`src/rtl/refmon_pkg.sv`:
```
// Shared types and limit arithmetic for the reference rate monitor.
// Assumes the sampling clock is given in MHz and all windows in ns.
package refmon_pkg;

    typedef enum logic [1:0] {
        RATE_8K    = 2'd0,
        RATE_2M048 = 2'd1,
        RATE_8M192 = 2'd2,
        RATE_19M44 = 2'd3
    } rate_e;

    localparam int NUM_RATES = 4;

    // Lower period limit in ns per rate
    function automatic int win_lo_ns(input int r);
        case (r)
            0:       return 121000;
            1:       return 263;
            2:       return 63;
            default: return 38;
        endcase
    endfunction

    // Upper period limit in ns per rate
    function automatic int win_hi_ns(input int r);
        case (r)
            0:       return 128000;
            1:       return 712;
            2:       return 175;
            default: return 75;
        endcase
    endfunction

    // Nominal rate in kHz
    function automatic int rate_khz(input int r);
        case (r)
            0:       return 8;
            1:       return 2048;
            2:       return 8192;
            default: return 19440;
        endcase
    endfunction

    // Lowest period (ns) that classifies as rate r; rate 3 takes the rest
    function automatic int cls_ns(input int r);
        case (r)
            0:       return 25000;
            1:       return 300;
            default: return 85;
        endcase
    endfunction

    function automatic int cls_ticks(input int r, input int mhz);
        return cls_ns(r) * mhz / 1000;
    endfunction

    function automatic int per_min_ticks(input int r, input int mhz);
        return win_lo_ns(r) * mhz / 1000;
    endfunction

    // Ceiling of the upper limit plus one for sampling quantization
    function automatic int per_max_ticks(input int r, input int mhz);
        return (win_hi_ns(r) * mhz + 999) / 1000 + 1;
    endfunction

    // Expected edges per window in thousandths
    function automatic int exp_milli(input int r, input int win, input int mhz);
        return win * rate_khz(r) / mhz;
    endfunction

    function automatic int cnt_lo(input int r, input int win, input int mhz, input int tol);
        int v;
        v = exp_milli(r, win, mhz) * (100 - tol) / 100000 - 1;
        return (v < 0) ? 0 : v;
    endfunction

    function automatic int cnt_hi(input int r, input int win, input int mhz, input int tol);
        return (exp_milli(r, win, mhz) * (100 + tol) + 99999) / 100000 + 1;
    endfunction

endpackage

```
`src/rtl/refmon_sync.sv`:
```
// Two-flop synchronizer plus rising-edge detector for the reference.
// Assumes each reference phase lasts at least one sampling cycle.
module refmon_sync (
    input  logic clk,
    input  logic rst_n,
    input  logic ref_i,
    output logic edge_o
);
    logic s1, s2, s3;

    // Synchronize and keep one delayed copy for edge detection
    always_ff @(posedge clk) begin
        if (!rst_n) begin
            s1 <= 1'b0;
            s2 <= 1'b0;
            s3 <= 1'b0;
        end else begin
            s1 <= ref_i;
            s2 <= s1;
            s3 <= s2;
        end
    end

    assign edge_o = s2 & ~s3;
endmodule

```
`src/rtl/refmon_period.sv`:
```
// Measures cycles since the previous edge and classifies that period.
// The counter saturates; a saturated value fits no window.
module refmon_period
    import refmon_pkg::*;
#(
    parameter int SAMPLE_MHZ = 200,
    parameter int CNT_W      = 16
) (
    input  logic             clk,
    input  logic             rst_n,
    input  logic             edge_i,
    output logic [CNT_W-1:0] since_o,
    output rate_e            cand_o,
    output logic             cand_ok_o
);
    localparam logic [CNT_W-1:0] SAT    = '1;
    localparam logic [CNT_W-1:0] CLS_8K = CNT_W'(cls_ticks(0, SAMPLE_MHZ));
    localparam logic [CNT_W-1:0] CLS_2M = CNT_W'(cls_ticks(1, SAMPLE_MHZ));
    localparam logic [CNT_W-1:0] CLS_8M = CNT_W'(cls_ticks(2, SAMPLE_MHZ));

    logic [NUM_RATES-1:0] fit;

    // Cycles since last edge; holds the period on an edge cycle
    always_ff @(posedge clk) begin
        if (!rst_n)            since_o <= SAT;
        else if (edge_i)       since_o <= CNT_W'(1);
        else if (since_o != SAT) since_o <= since_o + CNT_W'(1);
    end

    // Class by period thresholds, slowest rate first
    always_comb begin
        if (since_o >= CLS_8K)      cand_o = RATE_8K;
        else if (since_o >= CLS_2M) cand_o = RATE_2M048;
        else if (since_o >= CLS_8M) cand_o = RATE_8M192;
        else                        cand_o = RATE_19M44;
    end

    // One window comparator per rate
    for (genvar g = 0; g < NUM_RATES; g++) begin : g_fit
        localparam logic [CNT_W-1:0] LO = CNT_W'(per_min_ticks(g, SAMPLE_MHZ));
        localparam logic [CNT_W-1:0] HI = CNT_W'(per_max_ticks(g, SAMPLE_MHZ));
        assign fit[g] = (since_o >= LO) && (since_o <= HI);
    end

    assign cand_ok_o = fit[cand_o];
endmodule

```
`src/rtl/refmon_cycle_check.sv`:
```
// Single-cycle checker: period window test on each edge, timeout between.
// Combinational; the acquisition block registers its verdict.
module refmon_cycle_check
    import refmon_pkg::*;
#(
    parameter int SAMPLE_MHZ = 200,
    parameter int CNT_W      = 16
) (
    input  logic             active_i,
    input  logic             edge_i,
    input  logic [CNT_W-1:0] since_i,
    input  rate_e            rate_i,
    output logic             fault_o
);
    logic [CNT_W-1:0] lo_tab [NUM_RATES];
    logic [CNT_W-1:0] hi_tab [NUM_RATES];
    logic [CNT_W-1:0] lo, hi;

    for (genvar g = 0; g < NUM_RATES; g++) begin : g_lim
        assign lo_tab[g] = CNT_W'(per_min_ticks(g, SAMPLE_MHZ));
        assign hi_tab[g] = CNT_W'(per_max_ticks(g, SAMPLE_MHZ));
    end

    assign lo = lo_tab[rate_i];
    assign hi = hi_tab[rate_i];

    // Window test on an edge, missing-edge timeout otherwise
    always_comb begin
        if (!active_i)    fault_o = 1'b0;
        else if (edge_i)  fault_o = (since_i < lo) || (since_i > hi);
        else              fault_o = (since_i > hi);
    end
endmodule

```
`src/rtl/refmon_freq_check.sv`:
```
// Coarse frequency checker: counts edges over fixed windows while
// active and flags a count outside the bounds of the held rate.
module refmon_freq_check
    import refmon_pkg::*;
#(
    parameter int SAMPLE_MHZ = 200,
    parameter int WIN_TICKS  = 6000,
    parameter int TOL_PCT    = 10
) (
    input  logic  clk,
    input  logic  rst_n,
    input  logic  active_i,
    input  logic  edge_i,
    input  rate_e rate_i,
    output logic  fault_o
);
    localparam int WIN_W  = $clog2(WIN_TICKS);
    localparam int ECNT_W = $clog2(WIN_TICKS + 2);

    logic [WIN_W-1:0]  win_cnt;
    logic [ECNT_W-1:0] edge_cnt;
    logic [ECNT_W-1:0] total;
    logic [ECNT_W-1:0] lo_tab [NUM_RATES];
    logic [ECNT_W-1:0] hi_tab [NUM_RATES];
    logic              win_end;

    for (genvar g = 0; g < NUM_RATES; g++) begin : g_bnd
        assign lo_tab[g] = ECNT_W'(cnt_lo(g, WIN_TICKS, SAMPLE_MHZ, TOL_PCT));
        assign hi_tab[g] = ECNT_W'(cnt_hi(g, WIN_TICKS, SAMPLE_MHZ, TOL_PCT));
    end

    assign win_end = (win_cnt == WIN_W'(WIN_TICKS - 1));
    assign total   = edge_cnt + ECNT_W'(edge_i);

    // Window position and edge tally, cleared while inactive
    always_ff @(posedge clk) begin
        if (!rst_n || !active_i || win_end) begin
            win_cnt  <= '0;
            edge_cnt <= '0;
        end else begin
            win_cnt  <= win_cnt + WIN_W'(1);
            edge_cnt <= total;
        end
    end

    // Bound test on the last cycle of each window
    assign fault_o = active_i && win_end &&
                     ((total < lo_tab[rate_i]) || (total > hi_tab[rate_i]));
endmodule

```
`src/rtl/refmon_acq.sv`:
```
// Acquisition and lock control: qualifies a rate after ACQ_N agreeing
// in-window periods, drops lock and sets the sticky failure on a fault.
module refmon_acq
    import refmon_pkg::*;
#(
    parameter int ACQ_N = 4
) (
    input  logic  clk,
    input  logic  rst_n,
    input  logic  edge_i,
    input  rate_e cand_i,
    input  logic  cand_ok_i,
    input  logic  fault_i,
    output logic  locked_o,
    output logic  fail_o,
    output rate_e rate_o
);
    localparam int AG_W = $clog2(ACQ_N + 1);

    logic [AG_W-1:0] agree;
    rate_e           last;

    // Lock state machine with agreement counter
    always_ff @(posedge clk) begin
        if (!rst_n) begin
            locked_o <= 1'b0;
            fail_o   <= 1'b0;
            rate_o   <= RATE_8K;
            agree    <= '0;
            last     <= RATE_8K;
        end else if (locked_o) begin
            if (fault_i) begin
                locked_o <= 1'b0;
                fail_o   <= 1'b1;
                agree    <= '0;
            end
        end else if (edge_i) begin
            last <= cand_i;
            if (!cand_ok_i) begin
                agree <= '0;
            end else if (agree != '0 && cand_i == last) begin
                if (agree == AG_W'(ACQ_N - 1)) begin
                    locked_o <= 1'b1;
                    fail_o   <= 1'b0;
                    rate_o   <= cand_i;
                    agree    <= '0;
                end else begin
                    agree <= agree + AG_W'(1);
                end
            end else begin
                agree <= AG_W'(1);
            end
        end
    end
endmodule

```
`src/rtl/ref_rate_monitor.sv`:
```
// Reference rate detector and monitor top. Samples ref_in on clk,
// classifies the rate, and flags failures from two checkers.
// Assumes SAMPLE_MHZ resolves the shortest 19.44 MHz period.
module ref_rate_monitor
    import refmon_pkg::*;
#(
    parameter int SAMPLE_MHZ     = 200,
    parameter int ACQ_PERIODS    = 4,
    parameter int COARSE_NS      = 30000,
    parameter int COARSE_TOL_PCT = 10
) (
    input  logic       clk,
    input  logic       rst_n,
    input  logic       ref_in,
    output logic [1:0] rate_code,
    output logic       rate_valid,
    output logic       ref_fail
);
    localparam int WIN_TICKS = COARSE_NS * SAMPLE_MHZ / 1000;
    localparam int CNT_W     = $clog2(per_max_ticks(0, SAMPLE_MHZ) + 2) + 1;

    logic             ref_edge;
    logic [CNT_W-1:0] since;
    rate_e            cand, rate;
    logic             cand_ok, locked, fail;
    logic             sc_fault, cf_fault;

    refmon_sync u_sync (
        .clk(clk), .rst_n(rst_n), .ref_i(ref_in), .edge_o(ref_edge)
    );

    refmon_period #(.SAMPLE_MHZ(SAMPLE_MHZ), .CNT_W(CNT_W)) u_period (
        .clk(clk), .rst_n(rst_n), .edge_i(ref_edge),
        .since_o(since), .cand_o(cand), .cand_ok_o(cand_ok)
    );

    refmon_cycle_check #(.SAMPLE_MHZ(SAMPLE_MHZ), .CNT_W(CNT_W)) u_cyc (
        .active_i(locked), .edge_i(ref_edge), .since_i(since),
        .rate_i(rate), .fault_o(sc_fault)
    );

    refmon_freq_check #(
        .SAMPLE_MHZ(SAMPLE_MHZ), .WIN_TICKS(WIN_TICKS), .TOL_PCT(COARSE_TOL_PCT)
    ) u_freq (
        .clk(clk), .rst_n(rst_n), .active_i(locked), .edge_i(ref_edge),
        .rate_i(rate), .fault_o(cf_fault)
    );

    refmon_acq #(.ACQ_N(ACQ_PERIODS)) u_acq (
        .clk(clk), .rst_n(rst_n), .edge_i(ref_edge), .cand_i(cand),
        .cand_ok_i(cand_ok), .fault_i(sc_fault | cf_fault),
        .locked_o(locked), .fail_o(fail), .rate_o(rate)
    );

    assign rate_code  = rate;
    assign rate_valid = locked;
    assign ref_fail   = fail;
endmodule

```
`config.mk`:
```
export PLATFORM = sky130hd
export DESIGN_NAME = ref_rate_monitor
export DESIGN_NICKNAME = d
export VERILOG_FILES = /design/src/rtl/refmon_pkg.sv /design/src/rtl/refmon_sync.sv /design/src/rtl/refmon_period.sv /design/src/rtl/refmon_cycle_check.sv /design/src/rtl/refmon_freq_check.sv /design/src/rtl/refmon_acq.sv /design/src/rtl/ref_rate_monitor.sv
export SDC_FILE = /design/constraint.sdc
export NUM_CORES = 1
export LEC_CHECK = 0
export ABC_AREA = 1
export CORE_MARGIN = 1
export CORE_UTILIZATION = 50
export DETAILED_ROUTE_END_ITERATION = 7
export PLACE_DENSITY = 0.66
export SYNTH_ARGS = -nofsm -noshare
export SYNTH_HDL_FRONTEND = slang
export SYNTH_SLANG_ARGS = --single-unit
```
`constraint.sdc`:
```
create_clock -name clk -period 3.5 [get_ports clk]
set_input_delay 0.35 -clock clk [delete_from_list [all_inputs] [get_ports clk]]
set_output_delay 0.35 -clock clk [all_outputs]
set_load 0.1 [all_outputs]
```
==> flow_summary.json <==
{
  "status": "finished, final reports clean",
  "crit_path_end_kind": "flop",
  "reg2reg_from": "u_sync.s2",
  "vias": 3909,
  "p_per_area_nw_per_um2": 336.5,
  "dieArea_um2": 8553,
  "period_minus_slack_ps": 2854,
  "crit_path_cell_trace": "inv_1 > nor2_1 > ha_1 > ha_1 > nand3_1 > xnor2_1 > ha_1 > and3_1 > nand3b_1 > nand3b_1 > nand3_1 > nand3_1 > nand2_1 > nand2_1 > nand2_2 > nand2_4 > a21oi_1 > nor2_2",
  "htree_levels": 2,
  "p_sw_mw": 0.5283,
  "syn2layout_area_growth_pct": 6.540,
  "start_kind": "flop",
  "grt_max_degree": 28,
  "final_hold_viol_count": 0,
  "clk_pin_slew_worst_paths_ps": 100,
  "syn-cell-area_um2": 4094,
  "root_buffer": "clkbuf_8",
  "cp_max_fo": 8,
  "hp-class": "flop to flop",
  "startpoint": "u_sync.s2",
  "hold_start": "u_sync.s1",
  "cts_tree": "done",
  "die_w_um": 92.49,
  "antenna_found_initial": 0,
  "clock_skew_ps": 8.012,
  "grt_overflow": 0,
  "fmax_mhz": 350.4,
  "p_leak_nw": 2.046,
  "cp_slowest_cell": "dfxtp_1",
  "ys_types": 43,
  "drive_gt1_share_pct": 8.346,
  "postLayoutCoreUtil_pct": 55.87,
  "p_clk_share_pct": 26.1,
  "core_area_um2": 7807,
  "power_frac_seq_pct": 49.4,
  "synth_most_common_cell": "nand2_1",
  "initial_core_util_pct": 52.44,
  "relSlewSlack_pct": 34.89,
  "n_antenna_cell": 0,
  "gp_congestion": 0.9567,
  "vdd_drop_max_uv": 244.7,
  "fin_crit_sh_pct": 81.55,
  "hpwl_um": 7431,
  "yosys.area.top_type": "dfxtp_1",
  "drt-vias-per-instance": 5.304,
  "drc": 0,
  "wl_per_cell_um": 12.86,
  "nets": 680,
  "max_stage_delay_ps": 340,
  "critical_path_class": "flop to flop",
  "syn_inst": 626,
  "synthTopCellsByCount": "146 x nand2_1, 89 x inv_1, 71 x nor2_1",
  "synth_edf_count": 0,
  "ys.flop_type": "dfxtp_1",
  "num_rows": 32,
  "ys_seq_area_share_pct": 26.41,
  "clockBufferDepth": 2,
  "portBuffers": 6,
  "insertion_delay_ps": 320,
  "setup_viol": 0,
  "cts_hold_buf": 0,
  "p_int_mw": 0.9395,
  "yosysWarnings": 0,
  "arrival_ps": 3070,
  "grt_pass1_vias": 3734,
  "avgSynthCellArea_um2": 6.540,
  "ant_nets": 0,
  "ios": 7,
  "cts_buffers": 5,
  "slew_violations": 0,
  "routed_wl_um": 9478,
  "combPwrFrac_pct": 24.5,
  "die_y_um": 92.49,
  "post_cts_buffers": 0,
  "grt_pass1_wl_um": 16700,
  "synth-seq-cells": 54,
  "synth_nets": 672,
  "grt_usage_pct": 24.28,
  "drv_cap": 0,
  "worstMarginPinSlew_ps": 973.6,
  "synth_top_area_share_pct": 26.41,
  "required_ps": 3710,
  "netSwitchingFraction_pct": 35.99,
  "tns_ps": 0,
  "synth.area.top_cells": "dfxtp_1 26%, nand2_1 13%, ha_1 13%",
  "dr.pass1.iters": 5,
  "rsz0062_at_grt": "no",
  "cts_num_sinks": 54,
  "dr.first_iter.drc_count": 147,
  "synth_async_sr_flop_share_pct": 0,
  "cts_resized": 0
}
==> power groups by stage <==
stage               registers (mW)  logic (mW)  clock network [mW]
CTS                          0.722       0.357               0.400
detailed placement           0.737       0.355                   0
finish                       0.725       0.360               0.383
global route                 0.732       0.413               0.419
floorplan                    0.704       0.299                   0
global placement             0.736       0.347                   0
==> worst paths after layout <==
kind	slack, ps	cells past startpoint	to
min reg2reg	430	2	u_sync.s2
min	430	2	u_sync.s2
max reg2reg	650	18	u_acq.agree[0]
max	650	18	u_acq.agree[0]
==> layer usage <==
metal / vias up / wire length [µm] / global-route usage, %
li1: 2057 / - / -
met1: 1751 / 4445 / 29.69
met2: 81 / 4407 / 42.53
met3: 20 / 374 / 3.284
met4: 0 / 250 / 10.03
met5: - / 0 / 0
==> metrics by stage <==
step / instances / hold slack, ps / cell area, µm² / power, mW / setup WS, ps
floorplan: 626 / 390.5 / 4094 / 1.003 / 393.2
global placement: 729 / 412.8 / 4262 / 1.083 / 768.9
detailed placement: 729 / 403.5 / 4262 / 1.092 / 691.3
CTS: 737 / 430.4 / 4362 / 1.479 / 657.2
global route: 737 / 446.6 / 4362 / 1.564 / 306.2
finish: 737 / 427.9 / 4362 / 1.468 / 645.8
==> cell type report <==
class | instances | area [µm²]
fill | 795 | 3446
clock buffer | 6 | 82.58
clock inverter | 2 | 17.52
inverter | 100 | 375.4
tap | 102 | 127.6
multi-input combinational | 464 | 2595
timing repair buffer | 9 | 82.58
sequential | 54 | 1081
==> kinds of logic after synthesis <==
kind of cell               Yosys count  synth area share (%)
and+or+nand+nor                    345                 39.33
AOI/OAI and AO/OA                   72                 10.05
DFF                                 54                 26.41
xor gates and xnor gates             4                0.8559
buffers and inverters              108                 10.21
adders and majority gates           43                 13.14
==> cells in the final DEF, fill, tap and decap left out, types with 2 or more instances in the layout <==
cell type | netlist | layout
nor4_1 | 4 | 4
dfxtp_1 | 54 | 54
a211oi_1 | 3 | 3
clkinv_4 | 0 | 2
and3_1 | 3 | 3
clkbuf_8 | 0 | 6
inv_2 | 10 | 10
nor2_4 | 5 | 5
o21ai_0 | 20 | 20
ha_1 | 43 | 43
nand3b_1 | 3 | 3
a21o_1 | 2 | 2
o21a_1 | 2 | 2
inv_1 | 89 | 89
o21ai_1 | 5 | 5
clkdlybuf4s50_1 | 0 | 6
nor2_1 | 71 | 71
nand4_1 | 21 | 21
nand2_1 | 146 | 146
nor3_1 | 12 | 12
xnor2_1 | 3 | 3
buf_4 | 1 | 3
or2_2 | 3 | 3
nand2_2 | 8 | 8
o31ai_1 | 2 | 2
nand3_1 | 49 | 49
nor3b_1 | 5 | 5
a21oi_2 | 2 | 2
o211ai_1 | 5 | 5
nor3_2 | 2 | 2
nor2_2 | 7 | 7
a21oi_1 | 28 | 28
==> critical path: cells and delay by family (launching register included) <==
kind,cells,cell delay [ps]
and+or+nand+nor,12,1170
adders and majority gates,3,750
DFF,1,340
xor gates and xnor gates,1,290
AOI/OAI and AO/OA,1,170
buffers and inverters,1,40
==> state kept, by name, indices dropped and copies added, names as in the netlist, 2 cells and up <==
register          cells
u_acq.rate_o          2
u_freq.edge_cnt      13
u_acq.last            2
u_acq.agree           3
u_freq.win_cnt       13
u_period.since_o     16
(Power assumes the default switching activity.)
